$ cat config.mk
export PLATFORM = sky130hd
export DESIGN_NAME = cfg_access_seq
export DESIGN_NICKNAME = d
export VERILOG_FILES = /design/src/rtl/cfg_access_seq.sv
export SDC_FILE = /design/constraint.sdc
export NUM_CORES = 1
export LEC_CHECK = 0
export BUFFER_PORTS_ARGS = -buffer_cell sky130_fd_sc_hd__buf_2
export CAP_MARGIN = 20
export CORE_MARGIN = 2
export CORE_UTILIZATION = 44
export DETAILED_ROUTE_END_ITERATION = 12
export GPL_TIMING_DRIVEN = 0
export PLACE_DENSITY = 0.83
export RECOVER_POWER = 100
export SYNTH_ARGS = -nofsm -noshare
export SYNTH_HDL_FRONTEND = slang
export SYNTH_SLANG_ARGS = --single-unit
$ cat constraint.sdc
create_clock -name clk -period 2.1 [get_ports clk]
set_clock_uncertainty 0.15 [all_clocks]
set_input_delay 0.21 -clock clk [delete_from_list [all_inputs] [get_ports clk]]
set_output_delay 0.21 -clock clk [all_outputs]
set_load 0.01 [all_outputs]
$ cat src/rtl/cfg_access_seq.sv
module cfg_access_seq #(
  parameter logic [31:0] MEM_LOCAL = 32'h4000_0000,
  parameter logic [31:0] CFG_LOCAL = 32'h6800_0000,
  parameter logic [31:0] PREF_BUS  = 32'h1000_0000,
  parameter int          IDX_W     = 9
) (
  input  logic             clk,
  input  logic             rst_n,
  input  logic             req_valid,
  input  logic             req_write,
  input  logic [IDX_W-1:0] req_bus,
  input  logic [IDX_W-1:0] req_devfn,
  input  logic [IDX_W-1:0] req_off,
  input  logic [1:0]       req_size,
  input  logic [31:0]      req_wdata,
  output logic             busy,
  output logic             done,
  output logic             err,
  output logic [31:0]      rdata,
  output logic             reg_we,
  output logic [1:0]       reg_sel,
  output logic [31:0]      reg_wdata,
  output logic             lb_valid,
  output logic             lb_write,
  output logic [31:0]      lb_addr,
  output logic [1:0]       lb_size,
  output logic [31:0]      lb_wdata,
  input  logic             lb_ready,
  input  logic [31:0]      lb_rdata
);
  localparam logic [31:0] MB_MASK    = 32'hFFF0_0000;
  localparam logic [31:0] SZ_256M    = 32'h1000_0000;
  localparam logic [31:0] BASE0_WIDE = (MEM_LOCAL & MB_MASK) | 32'h91;
  localparam logic [31:0] BASE0_STD  = (MEM_LOCAL & MB_MASK) | 32'h81;
  localparam logic [31:0] BASE1_CFG  = (CFG_LOCAL & MB_MASK) | 32'h41;
  localparam logic [31:0] BASE1_PREF = ((MEM_LOCAL + SZ_256M) & MB_MASK) | 32'h85;
  localparam logic [31:0] MAP1_PREF  = ((PREF_BUS & MB_MASK) >> 16) | 32'h6;
  localparam logic [1:0]  SEL_B0 = 2'd0, SEL_B1 = 2'd1, SEL_M1 = 2'd2;
  localparam logic [IDX_W-1:0] LIMIT = IDX_W'(256);

  typedef enum logic [3:0] {
    S_IDLE, S_OPEN0, S_OPEN1, S_OPENM, S_XFER, S_VERIFY, S_CLOSE1, S_CLOSEM, S_CLOSE0
  } st_t;

  st_t         st;
  logic        wr_q;
  logic [1:0]  size_q;
  logic [31:0] wdata_q, addr_q;
  logic [15:0] map_q;

  logic [4:0]  slot;
  logic [2:0]  func;
  logic        bad;
  logic [31:0] cfg_a;
  logic [15:0] cfg_m;

  assign slot = req_devfn[7:3];
  assign func = req_devfn[2:0];
  assign bad  = (req_bus >= LIMIT) || (req_devfn >= LIMIT) ||
                (req_off >= LIMIT) || (req_size == 2'd3);

  always_comb begin
    if (req_bus[7:0] == 8'd0) begin
      cfg_a = {21'b0, func, 8'b0};
      cfg_m = 16'h000A;
      if (slot > 5'd12) cfg_m = cfg_m | (16'h1 << (slot - 5'd4));
      else              cfg_a = cfg_a | (32'h1 << (slot + 5'd11));
    end else begin
      cfg_a = {8'b0, req_bus[7:0], req_devfn[7:0], 8'b0};
      cfg_m = 16'h000B;
    end
  end

  always_ff @(posedge clk or negedge rst_n) begin
    if (!rst_n) begin
      st      <= S_IDLE;
      wr_q    <= 1'b0;
      size_q  <= 2'd0;
      wdata_q <= '0;
      addr_q  <= '0;
      map_q   <= '0;
      rdata   <= '0;
      done    <= 1'b0;
      err     <= 1'b0;
    end else begin
      done <= 1'b0;
      err  <= 1'b0;
      case (st)
        S_IDLE: if (req_valid) begin
          if (bad) err <= 1'b1;
          else begin
            wr_q    <= req_write;
            size_q  <= req_size;
            wdata_q <= req_wdata;
            addr_q  <= CFG_LOCAL + cfg_a + {24'b0, req_off[7:0]};
            map_q   <= cfg_m;
            st      <= S_OPEN0;
          end
        end
        S_OPEN0:  st <= S_OPEN1;
        S_OPEN1:  st <= S_OPENM;
        S_OPENM:  st <= S_XFER;
        S_XFER: if (lb_ready) begin
          if (wr_q) st <= S_VERIFY;
          else begin
            rdata <= lb_rdata;
            st    <= S_CLOSE1;
          end
        end
        S_VERIFY: if (lb_ready) begin
          rdata <= lb_rdata;
          st    <= S_CLOSE1;
        end
        S_CLOSE1: st <= S_CLOSEM;
        S_CLOSEM: st <= S_CLOSE0;
        S_CLOSE0: begin
          st   <= S_IDLE;
          done <= 1'b1;
        end
        default:  st <= S_IDLE;
      endcase
    end
  end

  assign busy     = (st != S_IDLE);
  assign lb_valid = (st == S_XFER) || (st == S_VERIFY);
  assign lb_write = (st == S_XFER) && wr_q;
  assign lb_addr  = addr_q;
  assign lb_size  = size_q;
  assign lb_wdata = wdata_q;

  always_comb begin
    reg_we    = 1'b1;
    reg_sel   = SEL_B0;
    reg_wdata = '0;
    case (st)
      S_OPEN0:  begin reg_sel = SEL_B0; reg_wdata = BASE0_WIDE; end
      S_OPEN1:  begin reg_sel = SEL_B1; reg_wdata = BASE1_CFG; end
      S_OPENM:  begin reg_sel = SEL_M1; reg_wdata = {16'b0, map_q}; end
      S_CLOSE1: begin reg_sel = SEL_B1; reg_wdata = BASE1_PREF; end
      S_CLOSEM: begin reg_sel = SEL_M1; reg_wdata = MAP1_PREF; end
      S_CLOSE0: begin reg_sel = SEL_B0; reg_wdata = BASE0_STD; end
      default:  reg_we = 1'b0;
    endcase
  end


  open_order_chk: assert property (@(posedge clk) disable iff (!rst_n)
    (reg_we && reg_sel == SEL_B1 && reg_wdata == BASE1_CFG) |->
      $past(reg_we && reg_sel == SEL_B0 && reg_wdata == BASE0_WIDE));


  close_order_chk: assert property (@(posedge clk) disable iff (!rst_n)
    (reg_we && reg_sel == SEL_B0 && reg_wdata == BASE0_STD) |->
      $past(reg_we && reg_sel == SEL_M1 && reg_wdata == MAP1_PREF));


  done_after_close_chk: assert property (@(posedge clk) disable iff (!rst_n)
    done |-> $past(reg_we && reg_sel == SEL_B0 && reg_wdata == BASE0_STD));


  err_quiet_chk: assert property (@(posedge clk) disable iff (!rst_n)
    err |-> (!done && !reg_we && !lb_valid));


  readback_chk: assert property (@(posedge clk) disable iff (!rst_n)
    (lb_valid && lb_write && lb_ready) |=> (lb_valid && !lb_write && $stable(lb_addr)));


  hold_chk: assert property (@(posedge clk) disable iff (!rst_n)
    (lb_valid && !lb_ready) |=> (lb_valid && $stable(lb_addr)));


  done_pulse_chk: assert property (@(posedge clk) disable iff (!rst_n)
    done |=> !done);


  no_overlap_chk: assert property (@(posedge clk) disable iff (!rst_n)
    !(reg_we && lb_valid));
endmodule

==> summary.txt, run 1 <==
Drt
  • Met3 wire length: roughly 1400 um
  • Top sig layer: met4
  • Detailed-route vias per instance: around 5.2
  • Remaining routing DRC violations: 0
  • Met2 wire length: roughly 11000 um
  • First-pass iteration count of the detailed router: 6
  • Routed wire length: between 20000 and 25000 um
  • Average routed wire per standard cell: approximately 18 um
  • Iter 0 DRT Violations: approximately 430
  • Residual antenna-violating net count after detailed routing: 0
  • Met1 Routed Length: roughly 8000 um
  • Via count: between 6k and 7k

Run status
  • Outcome: complete, but fails checks
  • Failing checks: negative setup slack

Placement
  • Placer's final routability congestion estimate: approximately 0.9
  • Placed instance count: roughly 1k
  • Buffers added on ports: roughly 220
  • DPL Wire Length: between 10000 and 15000 um

CTS
  • CTS tree: yes
  • CTS buffer count: 17
  • H-tree Lvls: 4
  • Clock edge transition at the registers on the reported setup and hold paths: ~60 ps
  • Clock tree root buffer cell: sky130_fd_sc_hd__clkbuf_16
  • Clock latency on the worst-skew pair: ~410 ps
  • Count of clock tree sinks: 120
  • Max Buffers Root-to-Sink: 2

GRT
  • Number of antenna violations at the first check in global routing: 1
  • Remaining Overflow, GRT: 0
  • Vias in the first global route: a little over 6k
  • All-layer global routing usage: slightly below 30%
  • Global-route wire length before repair: around 32000 um
  • Maximum number of pins on one net before global-route repair: 63

Synthesis
  • Share of the synthesized area in compound gates (AO/OA/AOI/OAI): between 10% and 20%
  • Post-synth top flop: sky130_fd_sc_hd__dfrtp_1
  • Warnings, synthesis: 0
  • Simple logic cell fraction of the synthesized area: 20.4%
  • Number of instances in the synthesized netlist: approximately 600
  • Number of flops mapped to enable cells by yosys: 0
  • Mean instance size in the synthesized netlist: ~10 um2
  • Count of state elements after synthesis: 120
  • Proportion of synthesized chip area in sequential cells: between 50% and 60%
  • Post-synthesis adder-cell area fraction: under 10%
  • Share of async-settable or async-resettable flops after synthesis: 100%
  • Multiplexer area fraction after synthesis: between 6 and 7%
  • Yosys cell types: 67
  • Main combinational cell family by area after synthesis: simple AND/OR/NAND/NOR gates
  • Fraction of synthesized cell area in xor and xnor cells: between 2 and 2.5%
  • Cell area after technology mapping: 5910 um2

Worst setup path
  • Critical Path Start Type: primary input
  • Category of the worst setup path capture point: register
  • Path type of the worst setup path: primary input to register
  • Data required time of the critical path: roughly 2300 ps
  • Arrival @ worst endpoint: around 3100 ps
  • Critical Path Fanout Max: 10

Pwr
  • Proportion of power drawn by combinational gates: 36.2%
  • VDD IR max: 0.517 mV
  • Share of total power in sequential cells: 35.4%
  • Power share of the clock group: 28.4%
  • Switching Share: 36.2%
  • Static leakage: ~0.0044 uW
  • Power density over cell area: about 1200 nW/um2
  • Sw power: 3930 uW
  • Post-route total power: 10900 uW
  • Internal cell power: a little under 7000 uW

Die
  • Initial Utilization: 44.8%
  • Die Y-Extent: between 100 and 150 um
  • IO Pins: 236
  • Number of placement rows: between 40 and 50
  • Width of the die: approximately 120 um
  • CORE AREA: between 10000 and 15000 um2
  • Area of the die: roughly 14000 um2

STA
  • Final worst slack: -882 ps
  • Highest clock rate: 335 MHz
  • Final Setup Violations: ~120
  • Unrepaired setup endpoints after global routing: yes
  • Final-report max-slew violation count: 0
  • Hold Fails Final Rpt: 0
  • Worst-case headroom to the max-slew limit: under 10%
  • Final worst path period need: 2980 ps
  • Fin Setup TNS: -25330 ps
  • Fraction of the cycle the final worst path needs: 142%
  • Worst slew pin tran: ~1400 ps

Cells and area
  • Layout fillers: 1024
  • Most frequent standard cell in the layout excluding fill and tap cells: sky130_fd_sc_hd__nand2_1
  • Number of nets in the finished design: about 1.1k
  • Number of standard cells in the layout, taps in and fillers out: about 1.2k
  • Synthesis-to-finish area growth: 53.9%
  • Leading cell types in the layout, fill and taps excluded: 153 x sky130_fd_sc_hd__nand2_1, 121 x sky130_fd_sc_hd__buf_2, 120 x sky130_fd_sc_hd__dfrtp_1
  • Layout cells sized above 1: slightly above 30%

Job
  • Max-cap violation count: 0

Worst hold path
  • Path class of the lowest-slack min-delay path: primary input to register
-- per-stage QoR --
| step | utilization, % | setup slack [ps] | cell area, um2 | hold WS [ps] |
|---|---|---|---|---|
| 2_1_floorplan | - | -1010 | 6030 | -236 |
| 3_5_place_dp | 56.0 | -1410 | 7390 | 68.6 |
| 5_1_grt | 68.9 | -946 | 9090 | 55.9 |
| 6_report | 68.9 | -882 | 9090 | 49.5 |
| 4_1_cts | 68.7 | -770 | 9060 | 29.5 |
| 3_3_place_gp | 55.8 | -1410 | 7350 | 249 |
-- sequential cells by signal, summed over array words and instances, names as in the netlist --
register	count
done	1
lb_wdata	32
lb_addr	32
st	4
map_q	15
err	1
wr_q	1
rdata	32
lb_size	2
-- final cells by class --
class / instances / area, um2 / area share (%)
repair buffers: 331 / 2040 / 22.5
flip-flops and latches: 120 / 3000 / 33.0
diodes: 1 / 2.50 / 0.0275
plain buffers: 43 / 295 / 3.25
inverters: 14 / 55.1 / 0.606
well taps: 176 / 220 / 2.42
multi-input cells: 440 / 2850 / 31.4
clock inverters: 12 / 175 / 1.93
clock buffers: 20 / 447 / 4.91
-- power groups by stage --
stage               sequential, uW  combinational (uW)  clock [uW]
detailed placement            3740                3610           0
finish                        3840                3940        3090
floorplan                     4130                1610           0
global placement              3680                3520           0
global route                  3930                4250        3240
CTS                           3760                3910        3080
-- cell usage after synthesis (all sizes together) (2+ instances only) --
cell       n  share of area, %
a21boi     3              0.38
a21o       5              0.64
a21oi     12               1.1
a22o       7               1.0
a2bb2oi    2              0.30
a31oi      6              0.64
and2      16               1.7
and3       3              0.32
buf       29               3.0
clkbuf    15              0.95
dfrtp    120                51
ha        11               2.3
inv       14              0.89
mux2      34               6.5
nand2    154               9.8
nand2b     8              0.85
nand3     10              0.93
nand4      2              0.21
nor2      23               1.5
nor2b      4              0.42
nor3      14               1.2
nor4       5               1.1
o211ai     8               1.0
o21a      10               1.3
o21ai     30               2.6
o22a       2              0.30
o31ai     10               1.4
or2        4              0.42
or3        3              0.32
or4        3              0.38
xnor2      7               1.0
xor2       7               1.0
-- worst max-delay path, stage by stage --
cell	delay [ps]
sky130_fd_sc_hd__buf_2	140
sky130_fd_sc_hd__clkbuf_1	220
sky130_fd_sc_hd__nor3b_1	580
sky130_fd_sc_hd__nor2b_2	260
sky130_fd_sc_hd__ha_2	200
sky130_fd_sc_hd__inv_2	40
sky130_fd_sc_hd__fa_2	360
sky130_fd_sc_hd__nor2b_2	140
sky130_fd_sc_hd__o21a_1	180
sky130_fd_sc_hd__o211a_4	220
sky130_fd_sc_hd__o211ai_1	120
sky130_fd_sc_hd__xor2_1	200
sky130_fd_sc_hd__mux2_4	260
-- final timing paths --
check	cells past startpoint	slack, ps	from	to
worst max-delay path	13	-880	req_devfn[4]	lb_addr[14]
worst min-delay path	3	50	req_devfn[7]	lb_addr[15]
worst max register to register	7	-330	st[1]	lb_addr[4]
worst min register to register	1	310	map_q[3]	map_q[3]
max in group asynchronous	3	320	rst_n	map_q[14]
min in group asynchronous	2	510	rst_n	lb_wdata[2]
-- what timing repair did --
action / CTS / global route
resized for setup: 53 / 46
setup buffers: 19 / 16
hold buffers: 73 / 1
setup endpoints to repair: 125 / 127
hold endpoints to repair: 132 / 1
pin swaps: 18 / 19
cloned: 1 / 0
-- layer usage --
metal	vias up	track usage, %
met5	-	0
met4	0	16.3
met1	2875	31.8
met3	85	6.37
met2	291	52.4
li1	2774	-
-- cells by family after synthesis --
kind of cell / after synthesis
AND/OR/NAND/NOR: 257
adder cells (fa/ha/maj): 12
XOR/XNOR: 14
flip-flops: 120
buffers and inverters: 58
multiplexers: 34
AO/OA/AOI/OAI: 106
other: 1
Note: power is estimated with default switching activity, not from simulation.
==> inputs of run 2 (changes only) <==
Settings changed: CORE_UTILIZATION 44 to 53, PLACE_DENSITY 0.83 to 0.92.
Clock period 2.1 ns to 3.5 ns, I/O delays scaled along.
==> run 2 against run 1 <==
  * The run ends with max-capacitance violations, max-slew violations left
  * Setup slack improved by 1000 ps
  * Non-clock buffer count is 37 lower
  * First-iteration DRC count rose by 49%
==> summary.txt, run 2 (same netlist as run 1, synthesis figures left out) <==
STA
  • Fraction of the cycle the final worst path needs: between 90% and 100%
  • Final worst slack: 134 ps
  • Worst slew pin tran: between 2000 and 2500 ps
  • Unrepaired setup endpoints after global routing: no
  • Worst-case headroom to the max-slew limit: -55.9%
  • Final Setup Violations: 0
  • Final-report max-slew violation count: 50
  • Highest clock rate: 297 MHz
  • Hold Fails Final Rpt: 0
  • Final worst path period need: ~3400 ps
  • Fin Setup TNS: 0 ps

Cells and area
  • Leading cell types in the layout, fill and taps excluded: 154 x sky130_fd_sc_hd__nand2_1, 140 x sky130_fd_sc_hd__clkbuf_1, 120 x sky130_fd_sc_hd__dfrtp_1
  • Layout fillers: between 700 and 800
  • Most frequent standard cell in the layout excluding fill and tap cells: sky130_fd_sc_hd__nand2_1
  • Core Util, Final: between 70 and 80%
  • Synthesis-to-finish area growth: 42.9%
  • Layout cells sized above 1: approximately a fifth
  • Number of standard cells in the layout, taps in and fillers out: approximately 1.1k
  • Number of nets in the finished design: 1040
  • Area of all placed cells without fillers: ~8400 um2

Worst setup path
  • Category of the worst setup path capture point: register
  • Count of cells along the worst register-to-register path: 5
  • Data required time of the critical path: ~3800 ps
  • Crit-path max cell delay: 430 ps
  • Cell family contributing the most delay on the critical path: simple AND/OR/NAND/NOR gates
  • Critical Path Fanout Max: 10
  • Arrival @ worst endpoint: 3640 ps
  • Total number of cells along the worst setup path: 15
  • Critical Path Start Type: primary input
  • Path type of the worst setup path: primary input to register
  • Series of cell instances along the critical path: buf_2 -> inv_1 -> ha_1 -> or3_1 -> or3_4 -> nor2b_1 -> ha_1 -> inv_1 -> fa_1 -> nor2b_1 -> o21a_1 -> o211a_4 -> o21ai_2 -> o31a_1 -> o31ai_1
  • Total buffers and inverters traversed by the critical path: 3
  • Slowest stage cell, crit path: sky130_fd_sc_hd__fa_1

Worst hold path
  • Path class of the lowest-slack min-delay path: primary input to register
  • Min-Delay Path Depth: 3

GRT
  • All-layer global routing usage: approximately 40%
  • Remaining Overflow, GRT: 0
  • Maximum number of pins on one net before global-route repair: a little over 70
  • Vias in the first global route: between 6k and 7k
  • Global-route wire length before repair: ~35000 um
  • Number of antenna violations at the first check in global routing: 5

Drt
  • Detailed-route vias per instance: a little under 6
  • First-pass iteration count of the detailed router: 5
  • Routed wire length: ~22000 um
  • Remaining routing DRC violations: 0
  • Average routed wire per standard cell: a little over 20 um
  • Residual antenna-violating net count after detailed routing: 0
  • Iter 0 DRT Violations: approximately 650
  • Via count: ~6.3k

Die
  • Width of the die: around 110 um
  • Initial Utilization: about 54%
  • CORE AREA: about 11000 um2
  • Number of placement rows: 38
  • IO Pins: 236
  • Area of the die: between 10000 and 15000 um2
  • Die Y-Extent: 110 um

CTS
  • Count of clock tree sinks: 120
  • H-tree Lvls: 4
  • Clock edge transition at the registers on the reported setup and hold paths: 60 ps
  • Clock tree root buffer cell: sky130_fd_sc_hd__clkbuf_8
  • CTS buffer count: 17
  • Clock latency on the worst-skew pair: approximately 520 ps
  • CTS tree: yes
  • Max Buffers Root-to-Sink: 2

Placement
  • DPL Wire Length: roughly 13000 um
  • Post-Place Setup Slack: -524 ps
  • Cell Area, Placed: about 7300 um2
  • Placer's final routability congestion estimate: around 0.96
  • Buffers added on ports: 221
  • Placed instance count: 980

Pwr
  • Static leakage: 0.00401 uW
  • VDD IR max: 0.511 mV
  • Power density over cell area: approximately 750 nW/um2

Run status
  • Outcome: complete, but fails checks
  • Failing checks: max-capacitance violations, max-slew violations

Job
  • Max-cap violation count: 1
## run 2: changes by cell type in the layout (fill, tap and decap cells not counted), sizes merged
cell and delta:
buf -61, clkbuf +22, inv +5, diode +4, clkinvlp -2, dlygate4sd3 -2
bufinv -1, clkinv +1, dlygate4sd2 +1
## run 2: worst min-delay path: cells and delay by family
| kind | cells | cell delay, ps |
|---|---|---|
| AOI/OAI and AO/OA | 1 | 130 |
| xor gates and xnor gates | 1 | 70 |
| buffers and inverters | 1 | 100 |
## run 2: per-layer routing
layer / share of wire (%) / wire length [um] / up-vias / track usage [%]
met1: 35 / 7820 / 2954 / 42.1
met4: 6.7 / 1510 / 4 / 26.4
li1: - / - / 2695 / -
met3: 10 / 2290 / 159 / 20.5
met2: 48 / 10800 / 457 / 61.5
met5: 0.23 / 52 / - / 11.2
## run 2: power by group
part,switching [uW],total [uW],internal [uW]
registers,374,2320,1940
logic,1350,2180,821
clock network,723,1830,1100
## run 2: metrics by stage
step,hold slack (ps),total power [uW]
after floorplan,-95.6,3430
after global placement,293,4310
after detailed placement,174,4410
after CTS,10.9,6280
after global routing,32.3,6660
final,22.7,6320
## run 2: final timing paths
path,startpoint,end,slack [ps]
worst max-delay path,req_devfn[6],lb_addr[22],130
worst min-delay path,req_devfn[2],lb_addr[10],20
worst max register to register,st[2],rdata[12],370
worst min register to register,map_q[3],map_q[3],310
max in group asynchronous,rst_n,map_q[3],790
min in group asynchronous,rst_n,lb_addr[2],1060
## run 2: area by class of cell
type                    count  area [um2]  area share, %
plain buffers              43         224           2.65
well taps                 140         175           2.07
flip-flops and latches    120        3000           35.6
clock buffers              17         414           4.91
diodes                      5        12.5          0.148
multi-input cells         440        2670           31.6
repair buffers            294        1710           20.2
inverters                  14        52.6          0.622
clock inverters            15         190           2.25
## run 2: timing repair
action	in CTS	in global routing
gates cloned	0	0
endpoints found under the hold margin	118	0
setup endpoints to repair	1	7
setup buffers	0	1
pin swaps	0	0
hold buffers	71	0
gates resized for setup	1	4
